[src/rtl/pos_rd_pkg.sv]
package pos_rd_pkg;
  typedef enum logic [1:0] {
    INH_IDLE     = 2'd0,
    INH_HOLD     = 2'd1,
    INH_LOW_DONE = 2'd2
  } inh_state_e;
endpackage

[src/rtl/pos_rd_inhibit.sv]
module pos_rd_inhibit
  import pos_rd_pkg::*;
(
  input  logic clk_i,
  input  logic rst_ni,
  input  logic oe_ni,
  input  logic sel_i,
  output logic inhibit_o
);
  inh_state_e state_q, state_d;

  always_comb begin
    state_d = state_q;
    unique case (state_q)
      INH_IDLE:     if (!oe_ni && !sel_i) state_d = INH_HOLD;
      INH_HOLD:     if (!oe_ni && sel_i)  state_d = INH_LOW_DONE;
      INH_LOW_DONE: begin
        if (oe_ni)       state_d = INH_IDLE;
        else if (!sel_i) state_d = INH_HOLD;
      end
      default:      state_d = INH_IDLE;
    endcase
  end

  // falling-edge sampling of the bus strobes
  always_ff @(negedge clk_i or negedge rst_ni) begin
    if (!rst_ni) state_q <= INH_IDLE;
    else         state_q <= state_d;
  end

  assign inhibit_o = (state_q != INH_IDLE);

  a_r2_high_read_sets: assert property (@(negedge clk_i) disable iff (!rst_ni)
    (!oe_ni && !sel_i) |=> inhibit_o);
  a_r6_release_after_low: assert property (@(negedge clk_i) disable iff (!rst_ni)
    (state_q == INH_LOW_DONE && oe_ni) |=> !inhibit_o);
  a_r9_no_early_release: assert property (@(negedge clk_i) disable iff (!rst_ni)
    (state_q == INH_HOLD) |=> inhibit_o);
  a_r7_low_alone_idle: assert property (@(negedge clk_i) disable iff (!rst_ni)
    (!inhibit_o && sel_i) |=> !inhibit_o);
endmodule

[src/rtl/pos_rd_latch.sv]
module pos_rd_latch #(
  parameter int unsigned POS_W = 16
) (
  input  logic             clk_i,
  input  logic             rst_ni,
  input  logic             inhibit_i,
  input  logic [POS_W-1:0] count_i,
  output logic [POS_W-1:0] pos_o
);
  always_ff @(posedge clk_i or negedge rst_ni) begin
    if (!rst_ni)         pos_o <= '0;
    else if (!inhibit_i) pos_o <= count_i;
  end

  a_r3_frozen: assert property (@(posedge clk_i) disable iff (!rst_ni)
    inhibit_i |=> $stable(pos_o));
  a_r1_tracks: assert property (@(posedge clk_i) disable iff (!rst_ni)
    !inhibit_i |=> (pos_o == $past(count_i)));
endmodule

[src/rtl/pos_rd_mux.sv]
module pos_rd_mux #(
  parameter int unsigned POS_W  = 16,
  parameter int unsigned BYTE_W = 8
) (
  input  logic [POS_W-1:0]  pos_i,
  input  logic              oe_ni,
  input  logic              sel_i,
  output logic [BYTE_W-1:0] data_o,
  output logic              data_oe_o
);
  localparam int unsigned NUM_BYTES = POS_W / BYTE_W;

  logic [BYTE_W-1:0] byte_w [NUM_BYTES];

  for (genvar g = 0; g < NUM_BYTES; g++) begin : g_slice
    assign byte_w[g] = pos_i[g*BYTE_W +: BYTE_W];
  end

  assign data_oe_o = ~oe_ni;
  // sel 0: most significant byte first, sel 1: least significant
  assign data_o = !data_oe_o ? '0 : (sel_i ? byte_w[0] : byte_w[NUM_BYTES-1]);

  always_comb begin
    a_r5_idle_zero: assert (data_oe_o || data_o == '0);
  end
endmodule

[src/rtl/pos_read_if.sv]
module pos_read_if #(
  parameter int unsigned POS_W  = 16,
  parameter int unsigned BYTE_W = 8
) (
  input  logic              clk_i,
  input  logic              rst_ni,
  input  logic [POS_W-1:0]  count_i,
  input  logic              oe_ni,
  input  logic              sel_i,
  output logic [BYTE_W-1:0] data_o,
  output logic              data_oe_o
);
  logic             inhibit;
  logic [POS_W-1:0] pos_q;

  pos_rd_inhibit i_inhibit (
    .clk_i     (clk_i),
    .rst_ni    (rst_ni),
    .oe_ni     (oe_ni),
    .sel_i     (sel_i),
    .inhibit_o (inhibit)
  );

  pos_rd_latch #(.POS_W(POS_W)) i_latch (
    .clk_i     (clk_i),
    .rst_ni    (rst_ni),
    .inhibit_i (inhibit),
    .count_i   (count_i),
    .pos_o     (pos_q)
  );

  pos_rd_mux #(.POS_W(POS_W), .BYTE_W(BYTE_W)) i_mux (
    .pos_i     (pos_q),
    .oe_ni     (oe_ni),
    .sel_i     (sel_i),
    .data_o    (data_o),
    .data_oe_o (data_oe_o)
  );

  a_r10_reset_clear: assert property (@(posedge clk_i)
    $rose(rst_ni) |-> (pos_q == '0));
endmodule

[config.mk]
export PLATFORM = sky130hd
export DESIGN_NAME = pos_read_if
export DESIGN_NICKNAME = d
export VERILOG_FILES = /design/src/rtl/pos_rd_pkg.sv /design/src/rtl/pos_rd_inhibit.sv /design/src/rtl/pos_rd_latch.sv /design/src/rtl/pos_rd_mux.sv /design/src/rtl/pos_read_if.sv
export SDC_FILE = /design/constraint.sdc
export NUM_CORES = 1
export LEC_CHECK = 0
export ABC_CLOCK_PERIOD_IN_PS = 1200
export CAP_MARGIN = 20
export CORE_MARGIN = 5
export CORE_UTILIZATION = 24
export DETAILED_ROUTE_END_ITERATION = 12
export MAX_ROUTING_LAYER = met4
export PLACE_DENSITY = 0.6
export SETUP_SLACK_MARGIN = 0.15
export SYNTH_ARGS = -nofsm -noshare
export SYNTH_HDL_FRONTEND = slang
export SYNTH_SLANG_ARGS = --single-unit
[constraint.sdc]
create_clock -name clk_i -period 1.2 [get_ports clk_i]
set_input_delay 0.24 -clock clk_i [delete_from_list [all_inputs] [get_ports clk_i]]
set_output_delay 0.24 -clock clk_i [all_outputs]
set_load 0.03 [all_outputs]
==> parameters.txt, run 1 <==
Parameter                              Value

Synthesis
  Dominant cell type by area after synthesis ... dfrtp_1
  Portion of synthesized cell area occupied by the leading cell type ... 0.466
  Post-Syn Area ... 860 sq um
  Sequential element share of the synthesized area ... 0.524
  Post-synthesis instance total ... 60
  FF+latch count, synth ... 18
  Number of unique standard cell types used by synthesis ... 16
  Synth area leaders ... dfrtp_1, mux2_4, mux2i_1
  Net count after synthesis ... 80
  Count of synthesis-stage warnings from yosys ... 0
  Synthesized area per cell ... ~14 sq um

Routing
  Count of routing violations after the opening detailed-route iteration ... 13
  Via-per-instance ratio ... about 4.0
  WL/cell ... between 10 and 15 um
  Number of vias in the routed layout ... about 600
  DRC violations left ... 0
  Router iterations before antenna repair ... 2
  Post-detailed-routing wire length ... roughly 2 mm
  Final antenna-violating net count ... 0

Status
  Failing checks ... negative setup slack
  Run status ... finished with violations

Worst setup path
  Critical Path RT ... about 1.4 ns
  WS Path Type ... reg -> reg
  Worst path max stage delay ... 0.39 ns
  R2R Setup Slk ... -0.54 ns
  Crit path max-delay cell type ... dfrtn_1
  Register-to-Register Path Depth ... 3
  Critical register-to-register path endpoint ... i_latch.pos_o[11]
  Type of destination of the critical path ... flip-flop
  Element type at the critical path start ... flip-flop
  Startpoint of the worst register-to-register path ... i_inhibit.state_q[1]
  Largest fanout of any net on the critical path ... 12
  Endpoint arrival time on the critical path ... around 1.9 ns
  Critical path, cell by cell ... nor2_4 -> buf_12 -> mux2_2

Finish
  Filler Cells Inserted ... 318
  Most frequent cells in the layout ... clkdlybuf4s50_1, dfrtp_1, buf_4
  Layout cell share with drive strength beyond 1 ... 0.581
  Most common cell after layout, fill and taps aside ... clkdlybuf4s50_1
  Area grow syn2layout ... 62.9%
  Layout Nets ... about 130
  Number of standard cells in the layout, taps in and fillers out ... 151
  Number of antenna repair diodes ... 0

Floorplanning
  Initial Utilization ... 0.254
  I/O pin count ... 29
  Overall die height ... 69.8 um
  Floorplan core area ... 3390 sq um
  Rows ... 21
  Die W ... ~70 um
  Die Footprint ... between 4000 and 5000 sq um

Worst hold path
  Worst hold path type ... in -> async

Power and ir drop
  Maximum resistive drop on vdd ... 0.000361 V
  Leakage power total ... 0.650 nW
  Areal power density over the cells ... approximately 1400 nW/um^2

Clock tree
  Hold bufs inserted after CTS ... 0
  TritonCTS buffer count ... 3
  Source-to-sink clock delay at the later pin of the worst-skew pair ... approximately 0.28 ns
  Clk slew on worst S/H paths ... about 0.10 ns
  CTS H-tree depth ... 1
  Root buffer cell ... clkbuf_4
  Max clock buf depth ... 2
  Sink Count ... 18
  TritonCTS clock tree ... yes

GRT
  Global routing usage summed across all routing layers ... 0.0911
  GR Overflow Total ... 0
  Antenna violations before repair ... 0
  Largest net degree at the start of global routing ... 13
  Global-route wire length before repair ... around 3.5 mm
  Via count of the first global-routing pass ... 695

STA
  Hold Slack ... around 0.35 ns
  Max-Slew Margin vs Limit ... 0.882
  Setup repair after global routing missed its margin ... yes
  Final setup violation count ... 24
  Final WS setup ... -0.538 ns
  Worst slew pin tran ... between 0.15 and 0.2 ns
  Fin. max-slew vios ... 0
  Maximum clock skew at final layout ... approximately 0.0034 ns
  Hold Vio Cnt, Final ... 0

Placement
  Number of cells after detailed placement ... 140
  Global placement routability congestion ... between 0.6 and 0.7
  Post-detail-place hpwl ... ~1.5 mm
  Pre-CTS setup slack ... -0.590 ns
  Number of buffers inserted by port buffering ... 28

Flow run
  Max Cap Viol ... 0
[critical path: cells and delay by family (launching register included)]
| family | cells | cell delay, ns |
|---|---|---|
| simple gates | 1 | 0.15 |
| mux | 1 | 0.33 |
| flops | 1 | 0.39 |
| buf+inv | 1 | 0.16 |
[what timing repair did]
item / in CTS / in global routing
gates resized for setup: 25 / 1
buffers inserted: 3 / 4
endpoints found under the setup margin: 27 / 24
pin swaps: 0 / 0
[flip-flops by register name, summed over array words and instances, names as in the netlist]
name               count
i_latch.pos_o         16
i_inhibit.state_q      2
[layout make-up]
| type | instances | area, sq um | share of cell area |
|---|---|---|---|
| Sequential cell | 18 | 450 | 0.322 |
| Timing Repair Buffer | 44 | 428 | 0.306 |
| Tap cell | 46 | 57.6 | 0.0411 |
| Inverter | 1 | 3.75 | 0.00268 |
| Clock buffer | 4 | 36.3 | 0.0259 |
| Multi-Input combinational cell | 38 | 424 | 0.303 |
[worst max path at each step]
stage               slack [ns]                    to            startpoint
floorplan                -0.57      i_latch.pos_o[0]  i_inhibit.state_q[1]
global placement         -0.55  i_inhibit.state_q[0]                 oe_ni
detailed placement       -0.59  i_inhibit.state_q[0]                 oe_ni
CTS                      -0.54     i_latch.pos_o[11]  i_inhibit.state_q[1]
global route             -0.56     i_latch.pos_o[11]  i_inhibit.state_q[1]
finish                   -0.54     i_latch.pos_o[11]  i_inhibit.state_q[1]
[cell usage after synthesis]
cell,number
a211oi_1,1
and2_1,1
and2b_2,1
buf_12,1
buf_2,1
clkbuf_1,1
dfrtn_1,2
dfrtp_1,16
inv_1,1
mux2_2,6
mux2_4,10
mux2i_1,8
nor2_1,8
nor2_4,1
nor2b_1,1
xor2_1,1
[metal layers]
metal / wire (um) / vias up / global-route usage / part of all wire
met4: 10 / 0 / 0.0255 / 0.0050
li1: - / 293 / - / -
met3: 133 / 2 / 0.0377 / 0.066
met5: 0 / - / - / 0
met2: 923 / 19 / 0.139 / 0.46
met1: 936 / 297 / 0.111 / 0.47
[where the power goes]
group | internal (mW) | switching [mW]
combinational | 0.486 | 0.311
clock | 0.184 | 0.170
sequential | 0.740 | 0.0775
total | 1.41 | 0.559
[metrics by stage]
step,util,setup TNS [ns],area [sq um],total power [mW]
finish,0.413,-8.77,1400,1.97
global route,0.413,-9.81,1400,2.10
CTS,0.403,-8.96,1370,1.94
detailed placement,0.370,-13.05,1250,1.49
global placement,0.370,-12.93,1250,1.47
floorplan,-,-8.79,906,1.26
[cells by family (layout without fill, tap and decap cells)]
kind of cell           after synthesis  after routing  share of synthesized area
AND/OR/NAND/NOR                     12             12                     0.0728
multiplexers                        24             24                      0.346
flip-flops                          18             18                      0.524
AO/OA/AOI/OAI                        1              1                    0.00874
buffers and inverters                4             49                     0.0378
XOR/XNOR                             1              1                     0.0102
No activity file was read; power rests on OpenSTA's default activity.
==> run 2, diff against run 1 <==
--- a/config.mk
+++ b/config.mk
@@ -10,7 +10,6 @@
 export CORE_MARGIN = 5
 export CORE_UTILIZATION = 24
 export DETAILED_ROUTE_END_ITERATION = 12
-export MAX_ROUTING_LAYER = met4
 export PLACE_DENSITY = 0.6
 export SETUP_SLACK_MARGIN = 0.15
 export SYNTH_ARGS = -nofsm -noshare
==> run 2 against run 1 <==
  * Highest routed layer unchanged
  * Die area is the same
  * The flow still finishes with violations (negative setup slack)
  * Total power is essentially flat
  * Clock skew is essentially flat
  * First-iteration DRC count is the same
==> parameters.txt, run 2 (synthesis results as in run 1) <==
Parameter                              Value

Power and ir drop
  PnR Total Power ... 1.97 mW (about the same)
  Relative contribution of combinational cells to total power ... 0.405 (about the same)
  Areal power density over the cells ... 1410 nW/um^2 (about the same)
  Leakage power total ... 0.650 nW (unchanged)
  Maximum resistive drop on vdd ... 0.000361 V (about the same)
  Internal power component ... 1.41 mW (about the same)
  Sw power ... 0.558 mW (-0.11%)
  Proportion of power drawn by the clock network ... 0.180 (about the same)
  Net switching share of the total power ... 0.283 (about the same)
  Sequential fraction of design power ... 0.415 (about the same)

Worst setup path
  Combined buffer and inverter count along the critical path ... 1 (unchanged)
  Type of destination of the critical path ... flip-flop
  Element type at the critical path start ... flip-flop
  Critical path, cell by cell ... nor2_4 -> buf_12 -> mux2_2
  Crit path max-delay cell type ... dfrtn_1
  Endpoint arrival time on the critical path ... 1.91 ns (about the same)
  Critical path's top delay family ... flip-flops
  Largest fanout of any net on the critical path ... 12 (unchanged)
  Critical Path RT ... 1.38 ns (about the same)
  Worst path max stage delay ... 0.39 ns (about the same)
  WS Path Type ... reg -> reg

Routing
  Router iterations before antenna repair ... 2 (unchanged)
  Final antenna-violating net count ... 0 (unchanged)
  Count of routing violations after the opening detailed-route iteration ... 13 (unchanged)
  Post-detailed-routing wire length ... 2.00 mm (about the same)
  Via-per-instance ratio ... 4.05 (+0.16%)
  Number of vias in the routed layout ... 612 (+0.16%)
  WL/cell ... 13.3 um (about the same)
  DRC violations left ... 0 (unchanged)

GRT
  Global routing usage summed across all routing layers ... 0.0887 (-0.00246)
  Global-route wire length before repair ... 3.46 mm (+0.38%)
  Antenna violations before repair ... 0 (unchanged)
  Via count of the first global-routing pass ... 693 (-0.29%)
  GR Overflow Total ... 0 (unchanged)
  Largest net degree at the start of global routing ... 13 (unchanged)

Floorplanning
  Die Footprint ... 4880 sq um (unchanged)
  Overall die height ... 69.8 um (unchanged)
  Initial Utilization ... 0.254 (unchanged)
  Rows ... 21 (unchanged)
  I/O pin count ... 29 (unchanged)
  Die W ... 69.8 um (unchanged)
  Floorplan core area ... 3390 sq um (unchanged)

Finish
  Number of standard cells in the layout, taps in and fillers out ... 151 (unchanged)
  Number of antenna repair diodes ... 0 (unchanged)
  Most frequent cells in the layout ... clkdlybuf4s50_1, dfrtp_1, buf_4
  Layout cell share with drive strength beyond 1 ... 0.581 (unchanged)
  Largest registers ... i_latch.pos_o: 16 flops, i_inhibit.state_q: 2 flops
  Number of flip-flops under the largest register name ... 16 (unchanged)
  Area grow syn2layout ... 62.9% (unchanged)
  Layout Nets ... 126 (unchanged)
  Largest Register ... i_latch.pos_o
  Most common cell after layout, fill and taps aside ... clkdlybuf4s50_1
  Fin area ... 1400 sq um (unchanged)

STA
  Setup repair after global routing missed its margin ... yes
  Worst slew pin tran ... 0.172 ns (unchanged)
  Hold Vio Cnt, Final ... 0 (unchanged)
  Fin. max-slew vios ... 0 (unchanged)
  Final setup violation count ... 24 (unchanged)
  Setup TNS ... -8.76 ns (+0.00728 ns)
  Final WS setup ... -0.538 ns (+0.000618 ns)
  Maximum clock skew at final layout ... 0.00347 ns (+0.000118 ns)
  Max-Slew Margin vs Limit ... 0.882 (unchanged)

Status
  Run status ... finished with violations
  Failing checks ... negative setup slack

Clock tree
  TritonCTS clock tree ... yes
  Clk slew on worst S/H paths ... 0.10 ns (about the same)
  Sink Count ... 18 (unchanged)
  Root buffer cell ... clkbuf_4
  Max clock buf depth ... 2 (unchanged)
  CTS H-tree depth ... 1 (unchanged)
  Source-to-sink clock delay at the later pin of the worst-skew pair ... 0.28 ns (about the same)
  TritonCTS buffer count ... 3 (unchanged)
  Hold bufs inserted after CTS ... 0 (unchanged)

Flow run
  Max Cap Viol ... 0 (unchanged)

Worst hold path
  Worst hold path type ... in -> async

Placement
  Global placement routability congestion ... 0.680 (-1.0%)
  Post-detail-place hpwl ... 1.49 mm (unchanged)
  Number of buffers inserted by port buffering ... 28 (unchanged)
  Number of cells after detailed placement ... 140 (unchanged)
  Area of placed instances ... 1250 sq um (unchanged)
  Pre-CTS setup slack ... -0.590 ns (unchanged)
==> run 2: cell counts in the layout (fill, tap and decap cells not counted) <==
Identical to the previous run, type by type.
==> run 2: layer usage <==
metal / routed length [um] / track usage / vias to the layer above / part of all wire
met5: 0 / 0 / - / 0
met4: 10 / 0.0255 / 0 / 0.0050
met3: 145 / 0.0406 / 2 / 0.072
met2: 924 / 0.139 / 19 / 0.46
met1: 921 / 0.109 / 298 / 0.46
li1: - / - / 293 / -
==> run 2: path summary, 6_finish.rpt <==
check,cells past startpoint,endpoint,start,slack (ns)
worst max-delay path,3,i_latch.pos_o[11],i_inhibit.state_q[1],-0.54
worst min-delay path,2,i_latch.pos_o[15],rst_ni,0.35
worst max register to register,3,i_latch.pos_o[11],i_inhibit.state_q[1],-0.54
worst min register to register,1,i_latch.pos_o[4],i_latch.pos_o[4],0.52
max in group asynchronous,1,i_inhibit.state_q[1],rst_ni,0.37
min in group clk_i,1,i_latch.pos_o[4],i_latch.pos_o[4],0.52
==> run 2: worst reg2reg max path, stage by stage, from the launching register on <==
cell     delay, ns
dfrtn_1       0.39
nor2_4        0.15
buf_12        0.16
mux2_2        0.34
==> run 2: cell type report <==
| class | instances | area (sq um) |
|---|---|---|
| Fill cell | 318 | 1990 |
| Sequential cell | 18 | 450 |
| Timing Repair Buffer | 44 | 428 |
| Multi-Input combinational cell | 38 | 424 |
| Tap cell | 46 | 57.6 |
| Clock buffer | 4 | 36.3 |
| Inverter | 1 | 3.75 |
==> run 2: through the flow <==
stage / hold WS (ns) / utilization
final: 0.355 / 0.413
after global routing: 0.364 / 0.413
after CTS: 0.353 / 0.403
after detailed placement: 0.494 / 0.370
after global placement: 0.489 / 0.370
after floorplan: -0.0556 / -
==> run 2: power by group through the flow <==
| stage | clock network (mW) | logic [mW] | registers [mW] |
|---|---|---|---|
| finish | 0.354 | 0.797 | 0.818 |
| global route | 0.410 | 0.858 | 0.833 |
| detailed placement | 0 | 0.663 | 0.826 |
| CTS | 0.368 | 0.758 | 0.816 |
| global placement | 0 | 0.651 | 0.816 |
| floorplan | 0 | 0.448 | 0.808 |
==> run 2: timing repair <==
item                                    CTS  global route
resized for setup                        25             1
endpoints found under the setup margin   27            24
setup buffers                             3             4
==> run 3, diff against run 2 <==
--- a/config.mk
+++ b/config.mk
@@ -10,8 +10,9 @@
 export CORE_MARGIN = 5
 export CORE_UTILIZATION = 24
 export DETAILED_ROUTE_END_ITERATION = 12
-export PLACE_DENSITY = 0.6
+export PLACE_DENSITY_LB_ADDON = 0.2
 export SETUP_SLACK_MARGIN = 0.15
+export SLEW_MARGIN = 20
 export SYNTH_ARGS = -nofsm -noshare
 export SYNTH_HDL_FRONTEND = slang
 export SYNTH_SLANG_ARGS = --single-unit
==> run 3 against run 2 <==
  * The flow still finishes with violations (negative setup slack)
  * Highest routed layer is now met3
  * Hold slack got worse by 0.027 ns
  * Non-clock buffer count unchanged
  * Setup slack got worse by 0.020 ns
  * First-iteration DRC count decreased by 77%
  * Register-to-register slack got worse by 0.02 ns
  * Largest power group unchanged
  * Largest cell class unchanged
  * Combinational power about the same
  * Critical path depth unchanged
==> parameters.txt, run 3 (synthesis results as in run 1) <==
Parameter                              Value

Status
  Run status ... finished with violations
  Failing checks ... negative setup slack

Placement
  Global placement routability congestion ... 0.685 (+0.72%)
  Number of buffers inserted by port buffering ... 28 (unchanged)
  Post-detail-place hpwl ... 1.45 mm (-2.3%)
  Pre-CTS setup slack ... -0.591 ns (-0.00108 ns)
  Area of placed instances ... 1270 sq um (+1.0%)

Floorplanning
  Floorplan core area ... 3390 sq um (unchanged)
  Die W ... 69.8 um (unchanged)
  Rows ... 21 (unchanged)
  Die Footprint ... 4880 sq um (unchanged)
  I/O pin count ... 29 (unchanged)
  Overall die height ... 69.8 um (unchanged)
  Initial Utilization ... 0.254 (unchanged)

Power and ir drop
  Proportion of power drawn by the clock network ... 0.187 (+0.007)
  Relative contribution of combinational cells to total power ... 0.403 (-0.002)
  Internal power component ... 1.42 mW (+0.43%)
  Maximum resistive drop on vdd ... 0.000680 V (+88%)
  Sequential fraction of design power ... 0.411 (-0.004)
  Sw power ... 0.567 mW (+1.7%)
  Leakage power total ... 0.651 nW (+0.18%)
  PnR Total Power ... 1.98 mW (+0.78%)
  Net switching share of the total power ... 0.286 (+0.00255)
  Areal power density over the cells ... 1420 nW/um^2 (+1.1%)

Routing
  Post-detailed-routing wire length ... 1.93 mm (-3.6%)
  WL/cell ... 12.8 um (-3.6%)
  Via-per-instance ratio ... 4.11 (+1.5%)
  DRC violations left ... 0 (unchanged)
  Count of routing violations after the opening detailed-route iteration ... 3 (-10)
  Router iterations before antenna repair ... 2 (unchanged)
  Final antenna-violating net count ... 0 (unchanged)
  Number of vias in the routed layout ... 621 (+1.5%)

Worst setup path
  Largest fanout of any net on the critical path ... 10 (-2)
  Crit path max-delay cell type ... dfrtn_1
  Type of destination of the critical path ... flip-flop
  Element type at the critical path start ... flip-flop
  Critical path launch point ... i_inhibit.state_q[1]
  Critical path, cell by cell ... nor2_4 -> buf_12 -> mux2_2
  Worst path max stage delay ... 0.38 ns (about the same)
  R2R Setup Slk ... -0.56 ns (-0.02 ns)
  Critical register-to-register path endpoint ... i_latch.pos_o[6]
  Endpoint arrival time on the critical path ... 1.94 ns (+0.03 ns)
  Register-to-Register Path Depth ... 3 (unchanged)
  Startpoint of the worst register-to-register path ... i_inhibit.state_q[1]
  Critical Path RT ... 1.38 ns (about the same)
  WS Path Type ... reg -> reg

Clock tree
  TritonCTS clock tree ... yes
  Max clock buf depth ... 2 (unchanged)
  CTS H-tree depth ... 1 (unchanged)
  Sink Count ... 18 (unchanged)
  Clk slew on worst S/H paths ... 0.10 ns (about the same)
  Hold bufs inserted after CTS ... 0 (unchanged)
  TritonCTS buffer count ... 3 (unchanged)
  Source-to-sink clock delay at the later pin of the worst-skew pair ... 0.29 ns (about the same)
  Root buffer cell ... clkbuf_4

STA
  Setup repair after global routing missed its margin ... yes
  Final setup violation count ... 24 (unchanged)
  Final WS setup ... -0.558 ns (-0.0204 ns)
  Worst slew pin tran ... 0.168 ns (-0.00429 ns)
  Max-Slew Margin vs Limit ... 0.885 (+0.00294)
  Fin. max-slew vios ... 0 (unchanged)
  Maximum clock skew at final layout ... 0.00457 ns (+0.00110 ns)
  Hold Vio Cnt, Final ... 0 (unchanged)

Finish
  Largest registers ... i_latch.pos_o: 16 flops, i_inhibit.state_q: 2 flops
  Filler Cells Inserted ... 319 (+0.31%)
  Number of antenna repair diodes ... 0 (unchanged)
  Most frequent cells in the layout ... clkdlybuf4s50_1, dfrtp_1, buf_4
  Layout cell share with drive strength beyond 1 ... 0.571 (-0.00952)
  Area grow syn2layout ... 62.3%
  Layout Nets ... 126 (unchanged)
  Largest Register ... i_latch.pos_o
  Number of flip-flops under the largest register name ... 16 (unchanged)
  Fin area ... 1400 sq um (-0.36%)
  Utilization after layout ... 0.412 (-0.00148)
  Most common cell after layout, fill and taps aside ... clkdlybuf4s50_1

GRT
  GR Overflow Total ... 0 (unchanged)
  Global-route wire length before repair ... 3.20 mm (-7.6%)
  Largest net degree at the start of global routing ... 13 (unchanged)
  Antenna violations before repair ... 0 (unchanged)
  Via count of the first global-routing pass ... 680 (-1.9%)
  Global routing usage summed across all routing layers ... 0.0817 (-0.00699)

Worst hold path
  Worst hold path type ... in -> async

Flow run
  Max Cap Viol ... 0 (unchanged)
run 3: cell counts in the layout (fill, tap and decap cells not counted):
No cell type changed its count.
run 3: through the flow:
stage               TNS [ns]  std cells  hold slack [ns]
finish                 -9.00        151            0.328
global route          -10.35        151            0.345
CTS                    -9.32        147            0.335
detailed placement    -13.17        140            0.495
global placement      -13.20        140            0.491
floorplan              -8.79         60          -0.0556
run 3: critical path: cells and delay by family (launching register included):
| kind | cells | cell delay (ns) |
|---|---|---|
| DFF | 1 | 0.38 |
| muxes | 1 | 0.33 |
| buffers and inverters | 1 | 0.16 |
| and+or+nand+nor | 1 | 0.18 |
run 3: final cells by class:
class	count	area (sq um)	area share
clock buffers	4	36.3	0.0260
inverters	1	3.75	0.00269
multi-input cells	38	420	0.301
well taps	46	57.6	0.0413
flip-flops and latches	18	450	0.323
repair buffers	44	427	0.306
run 3: per-layer routing:
layer,share of wire,vias to the layer above,track usage
li1,-,295,-
met1,0.45,308,0.0975
met2,0.49,18,0.134
met3,0.065,0,0.0406
met4,0,0,0.0128
met5,0,-,0
run 3: worst max path at each step:
stage                           endpoint  slack [ns]
floorplan               i_latch.pos_o[0]       -0.57
global placement    i_inhibit.state_q[0]       -0.55
detailed placement  i_inhibit.state_q[0]       -0.59
CTS                     i_latch.pos_o[9]       -0.57
global route           i_latch.pos_o[10]       -0.61
finish                  i_latch.pos_o[6]       -0.56
run 3: repair_timing:
action | CTS | global route
buffers inserted | 3 | 4
resized for setup | 20 | 1
endpoints found under the setup margin | 27 | 24
pin swaps | 0 | 2
run 3: power by group through the flow:
stage                     Combinational (mW)  Sequential, mW  Clock (mW)
after floorplan                        0.448           0.808           0
after global placement                 0.669           0.820           0
after detailed placement               0.676           0.824           0
after CTS                              0.760           0.814       0.388
after global routing                   0.852           0.831       0.404
final                                  0.799           0.815       0.370
